<file path="src/rtl/dpt_pkg.sv">
package dpt_pkg;
    typedef enum logic [1:0] {
        S_IDLE = 2'd0,
        S_ARM  = 2'd1,
        S_REQ  = 2'd2,
        S_GAP  = 2'd3
    } chan_state_e;
endpackage

</file>
<file path="src/rtl/dpt_sync.sv">
module dpt_sync #(
    parameter int STAGES = 2
) (
    input  logic clk,
    input  logic rst_n,
    input  logic async_in,
    output logic rise_pulse
);
    logic [STAGES-1:0] chain_q;
    logic              last_q;

    generate
        for (genvar s = 0; s < STAGES; s++) begin : g_stage
            if (s == 0) begin : g_first
                always_ff @(posedge clk) begin
                    if (!rst_n) chain_q[0] <= 1'b0;
                    else        chain_q[0] <= async_in;
                end
            end else begin : g_next
                always_ff @(posedge clk) begin
                    if (!rst_n) chain_q[s] <= 1'b0;
                    else        chain_q[s] <= chain_q[s-1];
                end
            end
        end
    endgenerate

    always_ff @(posedge clk) begin
        if (!rst_n) last_q <= 1'b0;
        else        last_q <= chain_q[STAGES-1];
    end

    assign rise_pulse = chain_q[STAGES-1] & ~last_q;
endmodule

</file>
<file path="src/rtl/dpt_regs.sv">
module dpt_regs #(
    parameter int NUM_CH = 4,
    parameter int CODE_W = 4,
    parameter int CH_W   = $clog2(NUM_CH)
) (
    input  logic                     clk,
    input  logic                     rst_n,
    input  logic                     wr_en,
    input  logic [CH_W-1:0]          wr_ch,
    input  logic [CODE_W-1:0]        wr_data,
    input  logic [CH_W-1:0]          rd_ch,
    output logic [CODE_W-1:0]        rd_data,
    output logic [NUM_CH*CODE_W-1:0] codes
);
    logic [CODE_W-1:0] code_q [NUM_CH];

    generate
        for (genvar c = 0; c < NUM_CH; c++) begin : g_reg
            always_ff @(posedge clk) begin
                if (!rst_n)
                    code_q[c] <= '0;
                else if (wr_en && (wr_ch == CH_W'(c)))
                    code_q[c] <= wr_data;
            end
            assign codes[c*CODE_W +: CODE_W] = code_q[c];
        end
    endgenerate

    always_comb begin
        rd_data = '0;
        for (int c = 0; c < NUM_CH; c++) begin
            if (rd_ch == CH_W'(c)) rd_data = code_q[c];
        end
    end
endmodule

</file>
<file path="src/rtl/dpt_chan_fsm.sv">
module dpt_chan_fsm
    import dpt_pkg::*;
#(
    parameter int CODE_W = 4,
    parameter int STEP   = 32,
    parameter bit PACED  = 1'b1,
    parameter int GAP_W  = 9
) (
    input  logic              clk,
    input  logic              rst_n,
    input  logic [CODE_W-1:0] code,
    input  logic              blk_active,
    input  logic              ext_edge,
    input  logic              ack,
    output logic              req
);
    chan_state_e       state_q, state_d;
    logic [GAP_W-1:0]  cnt_q, cnt_d;
    logic [CODE_W-1:0] eff_code;
    logic [GAP_W-1:0]  gap_len;
    logic              gap_done;

    // Channels without pacing always run as externally triggered
    assign eff_code = PACED ? code : '0;
    assign gap_len  = GAP_W'(eff_code - CODE_W'(1)) * GAP_W'(STEP);
    assign gap_done = (cnt_q >= gap_len - GAP_W'(1));

    // State register
    always_ff @(posedge clk) begin
        if (!rst_n) begin
            state_q <= S_IDLE;
            cnt_q   <= '0;
        end else begin
            state_q <= state_d;
            cnt_q   <= cnt_d;
        end
    end

    // Next state and gap counter
    always_comb begin
        state_d = state_q;
        if (!blk_active) begin
            state_d = S_IDLE;
        end else begin
            unique case (state_q)
                S_IDLE: state_d = (eff_code == '0) ? S_ARM : S_REQ;
                S_ARM:  if (ext_edge) state_d = S_REQ;
                S_REQ: begin
                    if (ack) begin
                        if (eff_code == '0)                state_d = S_ARM;
                        else if (eff_code == CODE_W'(1))   state_d = S_REQ;
                        else                               state_d = S_GAP;
                    end
                end
                S_GAP: begin
                    if (eff_code == '0)                    state_d = S_ARM;
                    else if (eff_code == CODE_W'(1))       state_d = S_REQ;
                    else if (gap_done)                     state_d = S_REQ;
                end
                default: state_d = S_IDLE;
            endcase
        end
        cnt_d = (state_q == S_GAP && state_d == S_GAP) ? cnt_q + GAP_W'(1) : '0;
    end

    // Outputs
    always_comb begin
        unique case (state_q)
            S_REQ:   req = 1'b1;
            default: req = 1'b0;
        endcase
    end
endmodule

</file>
<file path="src/rtl/dma_pace_timer.sv">
module dma_pace_timer #(
    parameter int NUM_CH    = 4,
    parameter int NUM_PACED = 2,
    parameter int CODE_W    = 4,
    parameter int STEP      = 32,
    parameter int SYNC_LEN  = 2,
    parameter int CH_W      = $clog2(NUM_CH)
) (
    input  logic              clk,
    input  logic              rst_n,
    input  logic              wr_en,
    input  logic [CH_W-1:0]   wr_ch,
    input  logic [CODE_W-1:0] wr_data,
    input  logic [CH_W-1:0]   rd_ch,
    output logic [CODE_W-1:0] rd_data,
    input  logic [NUM_CH-1:0] ext_req,
    input  logic [NUM_CH-1:0] blk_active,
    input  logic [NUM_CH-1:0] req_ack,
    output logic [NUM_CH-1:0] req
);
    localparam int MAX_GAP = ((1 << CODE_W) - 2) * STEP;
    localparam int GAP_W   = $clog2(MAX_GAP + 1);

    logic [NUM_CH*CODE_W-1:0] codes;
    logic [NUM_CH-1:0]        ext_edge;

    dpt_regs #(.NUM_CH(NUM_CH), .CODE_W(CODE_W), .CH_W(CH_W)) u_regs (
        .clk(clk), .rst_n(rst_n), .wr_en(wr_en), .wr_ch(wr_ch),
        .wr_data(wr_data), .rd_ch(rd_ch), .rd_data(rd_data), .codes(codes)
    );

    generate
        for (genvar i = 0; i < NUM_CH; i++) begin : g_ch
            dpt_sync #(.STAGES(SYNC_LEN)) u_sync (
                .clk(clk), .rst_n(rst_n),
                .async_in(ext_req[i]), .rise_pulse(ext_edge[i])
            );
            dpt_chan_fsm #(
                .CODE_W(CODE_W), .STEP(STEP),
                .PACED(i < NUM_PACED), .GAP_W(GAP_W)
            ) u_fsm (
                .clk(clk), .rst_n(rst_n),
                .code(codes[i*CODE_W +: CODE_W]),
                .blk_active(blk_active[i]), .ext_edge(ext_edge[i]),
                .ack(req_ack[i]), .req(req[i])
            );
        end
    endgenerate
endmodule

</file>
<file path="config.mk">
export PLATFORM = sky130hd
export DESIGN_NAME = dma_pace_timer
export DESIGN_NICKNAME = d
export VERILOG_FILES = /design/src/rtl/dpt_pkg.sv /design/src/rtl/dpt_sync.sv /design/src/rtl/dpt_regs.sv /design/src/rtl/dpt_chan_fsm.sv /design/src/rtl/dma_pace_timer.sv
export SDC_FILE = /design/constraint.sdc
export NUM_CORES = 1
export LEC_CHECK = 0
export ABC_AREA = 1
export CAP_MARGIN = 20
export CORE_UTILIZATION = 35
export DETAILED_ROUTE_END_ITERATION = 10
export REMOVE_ABC_BUFFERS = 1
export SLEW_MARGIN = 20
export SYNTH_ARGS = -nofsm -noshare
export SYNTH_HDL_FRONTEND = slang
export SYNTH_HIERARCHICAL = 1
export SYNTH_SLANG_ARGS = --single-unit
</file>
<file path="constraint.sdc">
create_clock -name clk -period 2.7 [get_ports clk]
set_input_delay 0.27 -clock clk [delete_from_list [all_inputs] [get_ports clk]]
set_output_delay 0.27 -clock clk [all_outputs]
set_load 0.01 [all_outputs]
</file>
-- Word level (Yosys, flattened, before mapping)
Memory sizes are Yosys's and may differ from the RTL's.
Index checks and enable logic that the tools add are counted.
- memories kept: 1
- bits in latches: 0
- register bits after elaboration: 38
- bits of input ports: 23
- bits in read-only memories: 0
- bits in writable memories: 16
- memory list (memory ; depth ; bits a word ; rd ports ; clocked after Yosys merged registers in ; wr ports ; line ; RTL):
    u_regs.code_q ; 4 ; 4 ; 4 ; 0 ; 4 ; dpt_regs.sv:15 ; logic [CODE_W-1:0] code_q [NUM_CH];
- equal/unequal tests: 26
- bitwise logic cells: 12
- order comparisons: 2
- shift-type cells: 0
- reduce and logical (&&, ||, !) cells: 22
- multipliers: 0
- divide/modulo/power cells: 0
- $add $sub $neg: 6
- muxes and demuxes: 51
- operator list (cell ; count):
    $mux W2 ; 20
    $mux W4 ; 8
    $eq A2 B2 Y1 const B ; 14
    $mux W1 ; 19
    $add A9 B1 Y9 const B ; 2
    $ge A9 B9 Y1 ; 2
    $sub A9 B1 Y9 const B ; 2
    $pmux W2 S4 ; 2
    $eq A2 B1 Y1 const B ; 6
    $logic_not A2 Y1 ; 6
    $pmux W2 S3 ; 2
    $reduce_and A2 Y1 ; 6
    $eq A4 B1 Y1 const B ; 2
    $logic_not A4 Y1 ; 2
    $sub A4 B1 Y4 const B ; 2
    $logic_and A1 B1 Y1 ; 6
    $and A1 B1 Y1 ; 4
    $ne A2 B1 Y1 const B ; 2
    $ne A2 B2 Y1 const B ; 2
    $not A1 Y1 ; 4
    $or A1 B1 Y1 ; 4
    $reduce_or A2 Y1 ; 2

-- Depth between registers and ports, before layout
An unclocked memory read counts as a cell.
- depth in word-level cells: 12
- gate-level depth with buffers: 18
- mapped depth without buffers: 18

-- Modules after synthesis
Netlist, hierarchy kept.
- by module, submodules not included (module ; area each (µm²) ; seq. area each (µm²) ; cells each ; instances):
    dpt_regs ; 797.0 ; 480.5 ; 77 ; 1
    dpt_chan_fsm at g_ch[0].u_fsm ; 778.2 ; 220.2 ; 103 ; 1
    dpt_chan_fsm at g_ch[1].u_fsm ; 750.7 ; 220.2 ; 106 ; 1
    dpt_sync ; 92.6 ; 60.1 ; 11 ; 4
    dpt_chan_fsm at g_ch[2].u_fsm ... ; 81.3 ; 40.0 ; 12 ; 2

-- Worst setup path after synthesis
No wires, ideal clock.
- kind: flip-flop to flip-flop
- start point: memory u_regs.code_q[0][1]
- end point: register g_ch[0].u_fsm.cnt_q[0]
- cell stages (with the launch flop): 18
- required time: 2.635 ns
- data arrival time: 2.236 ns
- buffers on the path: 0
- library setup time: 0.065 ns
- setup slack: 0.399 ns
- cell sequence: edfxtp_1 > inv_1 > ha_1 > inv_1 > o211ai_1 > a21oi_1 > xor2_1 > ha_1 > a21o_1 > nor2_2 > nand2_1 > nand2_1 > nand2_1 > nand2_1 > nand2_2 > nand2_2 > nand3_4 > nor2_2
- RTL lines (what ; line ; RTL):
    from (decl) ; dpt_regs.sv:15 ;
    to (signal assigned) ; dpt_chan_fsm.sv:35 ; cnt_q <= cnt_d;
    to (decl) ; dpt_chan_fsm.sv:18 ; logic [GAP_W-1:0] cnt_q, cnt_d;

==> impl_table.tex <==
\begin{tabular}{lr}
\hline
Metric & Value \\
\hline
\multicolumn{2}{l}{\textbf{Finish}} \\
\quad Nets@finish & 430 \\
\quad Diodes inserted & 0 \\
\quad Final Cell Area & 3370 µm² \\
\quad Fin util & 43.2\% \\
\quad FILL cells & 791 \\
\quad Fraction of layout cells with a size suffix above 1 & 13.3\% \\
\quad Post-synthesis to final-layout area growth & 17.9\% \\
\multicolumn{2}{l}{\textbf{Clock network}} \\
\quad Clock tree from TritonCTS & done \\
\quad Buffer levels on the longest clock path & 2 \\
\quad H-Tree Depth & 2 \\
\quad Buffer cell driving the clock tree root & sky130\_fd\_sc\_hd\_\_clkbuf\_8 \\
\quad Clock Latency Late Sink & 0.31 ns \\
\quad Clock-pin transition on the worst setup and hold timing paths & 0.09 ns \\
\quad Clock buffers created by TritonCTS & 5 \\
\quad CTS sink count & 54 \\
\quad CTS hold repair buffers & 0 \\
\quad Post-CTS Setup Inserts & 0 \\
\quad Number of resized instances in the post-cts repair step & 0 \\
\multicolumn{2}{l}{\textbf{Routing}} \\
\quad Pre-Repair DR Iteration Count & 4 \\
\quad Final routed wirelength across all metal layers & 4900 µm \\
\quad Number of vias in the routed layout & 2179 \\
\quad Via count normalized by instance count & 4.42 \\
\quad Antenna-violating nets left & 0 \\
\quad Post-detailed-route DRC marker count & 0 \\
\quad First DRT Iteration DRCs & 86 \\
\quad Detailed-route wire length per cell & 9.94 µm \\
\multicolumn{2}{l}{\textbf{Synth}} \\
\quad Distinct cell type count after synthesis & 23 \\
\quad Largest cells by area after synthesis & sky130\_fd\_sc\_hd\_\_dfxtp\_1 (27\%), sky130\_fd\_sc\_hd\_\_edfxtp\_1 (17\%), sky130\_fd\_sc\_hd\_\_nand2\_1 (9.5\%) \\
\quad Mapped cell area & 2860 µm² \\
\quad Sequential area share after synthesis & 43.4\% \\
\quad Register bit total from synthesis & 54 \\
\quad Post-Synthesis Mean Instance Area & 8.08 µm² \\
\quad Number of instances in the synthesized netlist & 354 \\
\quad Library cell with the largest summed area after synthesis & sky130\_fd\_sc\_hd\_\_dfxtp\_1 \\
\quad Number of flops mapped to enable cells by yosys & 16 \\
\quad Proportion of synthesized flip-flops having asynchronous set or reset & 0\% \\
\quad Yosys warning count & 6 \\
\quad Area share of the leading cell type in the synthesized netlist & 26.6\% \\
\quad Most frequently used cell type in the post-synthesis netlist & sky130\_fd\_sc\_hd\_\_nand2\_1 \\
\quad Commonest register cell after synthesis & sky130\_fd\_sc\_hd\_\_dfxtp\_1 \\
\quad Post-synth top cells & sky130\_fd\_sc\_hd\_\_nand2\_1 (72), sky130\_fd\_sc\_hd\_\_inv\_1 (57), sky130\_fd\_sc\_hd\_\_nor2\_1 (39), sky130\_fd\_sc\_hd\_\_dfxtp\_1 (38), sky130\_fd\_sc\_hd\_\_nand3\_1 (28) \\
\multicolumn{2}{l}{\textbf{Critical path}} \\
\quad Endpoint of the worst-slack reg-to-reg timing path & g\_ch[0].u\_fsm/cnt\_q[7]\$\_SDFF\_PN0\_ \\
\quad Data required time of the worst path & 2.94 ns \\
\quad Data arrival time at the worst-slack endpoint & 2.70 ns \\
\quad Category of the most critical setup path & reg2reg \\
\quad R2R Setup Slk & 0.24 ns \\
\quad Reg-to-reg critical path startpoint & u\_regs/code\_q[0][0]\$\_SDFFCE\_PN0P\_ \\
\quad Highest net fanout along the worst path & 9 \\
\quad Startpoint type of the worst setup path & flip-flop \\
\quad Cell depth of the worst flop-to-flop path & 17 \\
\quad Setup crit end kind & flip-flop \\
\multicolumn{2}{l}{\textbf{Power}} \\
\quad Total power after layout & 1.55 mW \\
\quad Fraction of power consumed by the clock network & 28.9\% \\
\quad Pleak & 1.52 nW \\
\quad Share of power burned in registers & 57.1\% \\
\quad Max VDD drop & 0.271 mV \\
\quad Switching power as a share of total power & 25.8\% \\
\quad PD cells & 458 nW/µm² \\
\quad Total internal power & 1.15 mW \\
\quad Switching power summed over all nets & 0.399 mW \\
\quad Share of total power in combinational logic & 14.1\% \\
\multicolumn{2}{l}{\textbf{STA}} \\
\quad Final hold slack & 0.412 ns \\
\quad Setup repair after global routing missed its margin & no \\
\quad Final setup TNS & 0 ns \\
\quad Worst Tran Pin Value & 0.722 ns \\
\quad Final cycle utilization of the critical path & 91.1\% \\
\quad Remaining max-slew budget at the tightest pin & 51.7\% \\
\quad Time the worst path needs with I/O delays and setup & 2.46 ns \\
\quad Number of hold-slack violations in the final timing report & 0 \\
\quad Final Max Slew Viols & 0 \\
\quad Maximum operating frequency & 407 MHz \\
\quad Clk\_skew & 0.00600 ns \\
\quad Number of endpoints failing setup at the final stage & 0 \\
\multicolumn{2}{l}{\textbf{Floorplanning}} \\
\quad I/O pins & 31 \\
\quad Die Outline Area & 8530 µm² \\
\quad Initial core utilization & 36.6\% \\
\quad Floorplan Core Area & 7810 µm² \\
\quad Cell Rows & 32 \\
\quad Die Height & 92.4 µm \\
\quad Width of the die & 92.4 µm \\
\multicolumn{2}{l}{\textbf{Hold path}} \\
\quad Worst Hold End & g\_ch[2].u\_sync/chain\_q[1]\$\_SDFF\_PN0\_ \\
\quad Instance count along the most critical hold path & 2 \\
\quad Hold Crit Start & g\_ch[2].u\_sync/chain\_q[0]\$\_SDFF\_PN0\_ \\
\quad Kind of path behind the tightest hold check & reg2reg \\
\multicolumn{2}{l}{\textbf{GRT}} \\
\quad Number of antenna violations at the first check in global routing & 0 \\
\quad Maximum number of pins on one net before global-route repair & 18 \\
\quad Gr ovfl total & 0 \\
\quad First-pass GRT wire length & 8580 µm \\
\quad Number of global-route vias before repair & 2042 \\
\quad GRT Resource Usage Total & 12.6\% \\
\multicolumn{2}{l}{\textbf{Placed design}} \\
\quad HPWL after detailed placement & 3870 µm \\
\quad Number of buffers inserted by port buffering & 30 \\
\quad Placed Instance Area & 3280 µm² \\
\quad Last weighted congestion value of the routability-driven placer & 0.813 \\
\multicolumn{2}{l}{\textbf{Job}} \\
\quad Max-Cap Viols & 0 \\
\multicolumn{2}{l}{\textbf{Status}} \\
\quad Status & finished, final reports clean \\
\hline
\end{tabular}
[flip-flops by register name, indices dropped and copies added (netlist names)]
register,flops
g_ch.u_fsm/state_q,8
g_ch.u_sync/chain_q,8
g_ch.u_fsm/cnt_q,18
u_regs/code_q,16
g_ch.u_sync/last_q,4
[how the worst max path moves through the flow]
| stage | cells past startpoint | from | endpoint |
|---|---|---|---|
| after floorplan | 17 | u_regs/code_q[0][1]$_SDFFCE_PN0P_ | g_ch[0].u_fsm/cnt_q[0]$_SDFF_PN0_ |
| after global placement | 17 | u_regs/code_q[0][1]$_SDFFCE_PN0P_ | g_ch[0].u_fsm/cnt_q[2]$_SDFF_PN0_ |
| after detailed placement | 17 | u_regs/code_q[0][1]$_SDFFCE_PN0P_ | g_ch[0].u_fsm/cnt_q[7]$_SDFF_PN0_ |
| after CTS | 17 | u_regs/code_q[0][1]$_SDFFCE_PN0P_ | g_ch[0].u_fsm/cnt_q[7]$_SDFF_PN0_ |
| after global routing | 17 | u_regs/code_q[0][0]$_SDFFCE_PN0P_ | g_ch[0].u_fsm/cnt_q[7]$_SDFF_PN0_ |
| final | 17 | u_regs/code_q[0][0]$_SDFFCE_PN0P_ | g_ch[0].u_fsm/cnt_q[7]$_SDFF_PN0_ |
[metrics by stage]
step,setup WS (ns),cells
5_1_grt,0.0296,493
3_5_place_dp,0.179,485
2_1_floorplan,0.399,350
3_3_place_gp,0.267,485
6_report,0.240,493
4_1_cts,0.157,493
[area by class of cell]
| class | instances | area, µm² | share of cell area, % |
|---|---|---|---|
| Clock buffer | 5 | 68.8 | 2.04 |
| Sequential cell | 54 | 1240 | 36.8 |
| Inverter | 63 | 236 | 7.02 |
| Timing Repair Buffer | 33 | 323 | 9.58 |
| Clock inverter | 3 | 20.0 | 0.594 |
| Multi-Input combinational cell | 233 | 1350 | 40.2 |
| Tap cell | 102 | 128 | 3.79 |
[critical path, stage by stage (launching register included)]
cell                       delay, ns
sky130_fd_sc_hd__edfxtp_1       0.46
sky130_fd_sc_hd__inv_1          0.11
sky130_fd_sc_hd__ha_2           0.21
sky130_fd_sc_hd__inv_1          0.07
sky130_fd_sc_hd__o211ai_1       0.15
sky130_fd_sc_hd__a21oi_1        0.07
sky130_fd_sc_hd__xor2_1         0.15
sky130_fd_sc_hd__ha_1           0.29
sky130_fd_sc_hd__a21o_1         0.19
sky130_fd_sc_hd__nor2_2         0.09
sky130_fd_sc_hd__nand2_1        0.06
sky130_fd_sc_hd__nand2_1        0.05
sky130_fd_sc_hd__nand2_1        0.04
sky130_fd_sc_hd__nand2_1        0.06
sky130_fd_sc_hd__nand2_2        0.06
sky130_fd_sc_hd__nand2_2        0.07
sky130_fd_sc_hd__nand3_4        0.15
sky130_fd_sc_hd__nor2_2         0.12
[layout by cell type (no fill, tap or decap), types with 2 or more instances in the layout]
| cell | netlist | routed |
|---|---|---|
| sky130_fd_sc_hd__a21o_1 | 2 | 2 |
| sky130_fd_sc_hd__a21oi_1 | 7 | 7 |
| sky130_fd_sc_hd__buf_4 | 4 | 3 |
| sky130_fd_sc_hd__clkbuf_8 | 0 | 5 |
| sky130_fd_sc_hd__clkdlybuf4s50_1 | 0 | 30 |
| sky130_fd_sc_hd__dfxtp_1 | 38 | 38 |
| sky130_fd_sc_hd__edfxtp_1 | 16 | 16 |
| sky130_fd_sc_hd__ha_1 | 17 | 16 |
| sky130_fd_sc_hd__inv_1 | 57 | 56 |
| sky130_fd_sc_hd__inv_2 | 6 | 7 |
| sky130_fd_sc_hd__nand2_1 | 72 | 72 |
| sky130_fd_sc_hd__nand2_2 | 9 | 9 |
| sky130_fd_sc_hd__nand3_1 | 28 | 28 |
| sky130_fd_sc_hd__nand3_4 | 2 | 2 |
| sky130_fd_sc_hd__nand3b_1 | 2 | 2 |
| sky130_fd_sc_hd__nand4_1 | 10 | 10 |
| sky130_fd_sc_hd__nand4_2 | 4 | 4 |
| sky130_fd_sc_hd__nor2_1 | 39 | 39 |
| sky130_fd_sc_hd__nor2_2 | 17 | 17 |
| sky130_fd_sc_hd__nor2_4 | 2 | 2 |
| sky130_fd_sc_hd__xnor2_1 | 8 | 8 |
| sky130_fd_sc_hd__xor2_1 | 11 | 11 |
[metal layers]
metal / up-vias / global-route usage (%) / wire length, µm
li1: 1178 / - / -
met1: 949 / 15.3 / 2300
met2: 46 / 20.9 / 2320
met3: 6 / 2.96 / 205
met4: 0 / 5.99 / 73
met5: - / 0 / 0
[power by group through the flow]
stage	registers [mW]	clock network, mW	logic [mW]
5_1_grt	0.886	0.502	0.246
6_report	0.882	0.446	0.218
3_5_place_dp	0.901	0	0.217
2_1_floorplan	0.897	0	0.122
4_1_cts	0.882	0.474	0.219
3_3_place_gp	0.900	0	0.215
[kinds of logic after synthesis]
family,Yosys count,synth area share [%]
compound gates,12,2.36
xor+xnor,19,5.82
fa+ha+maj,17,7.44
buf+inv,67,9.32
flops,54,43.4
simple gates,185,31.6
Power figures use the tool's default switching activity.
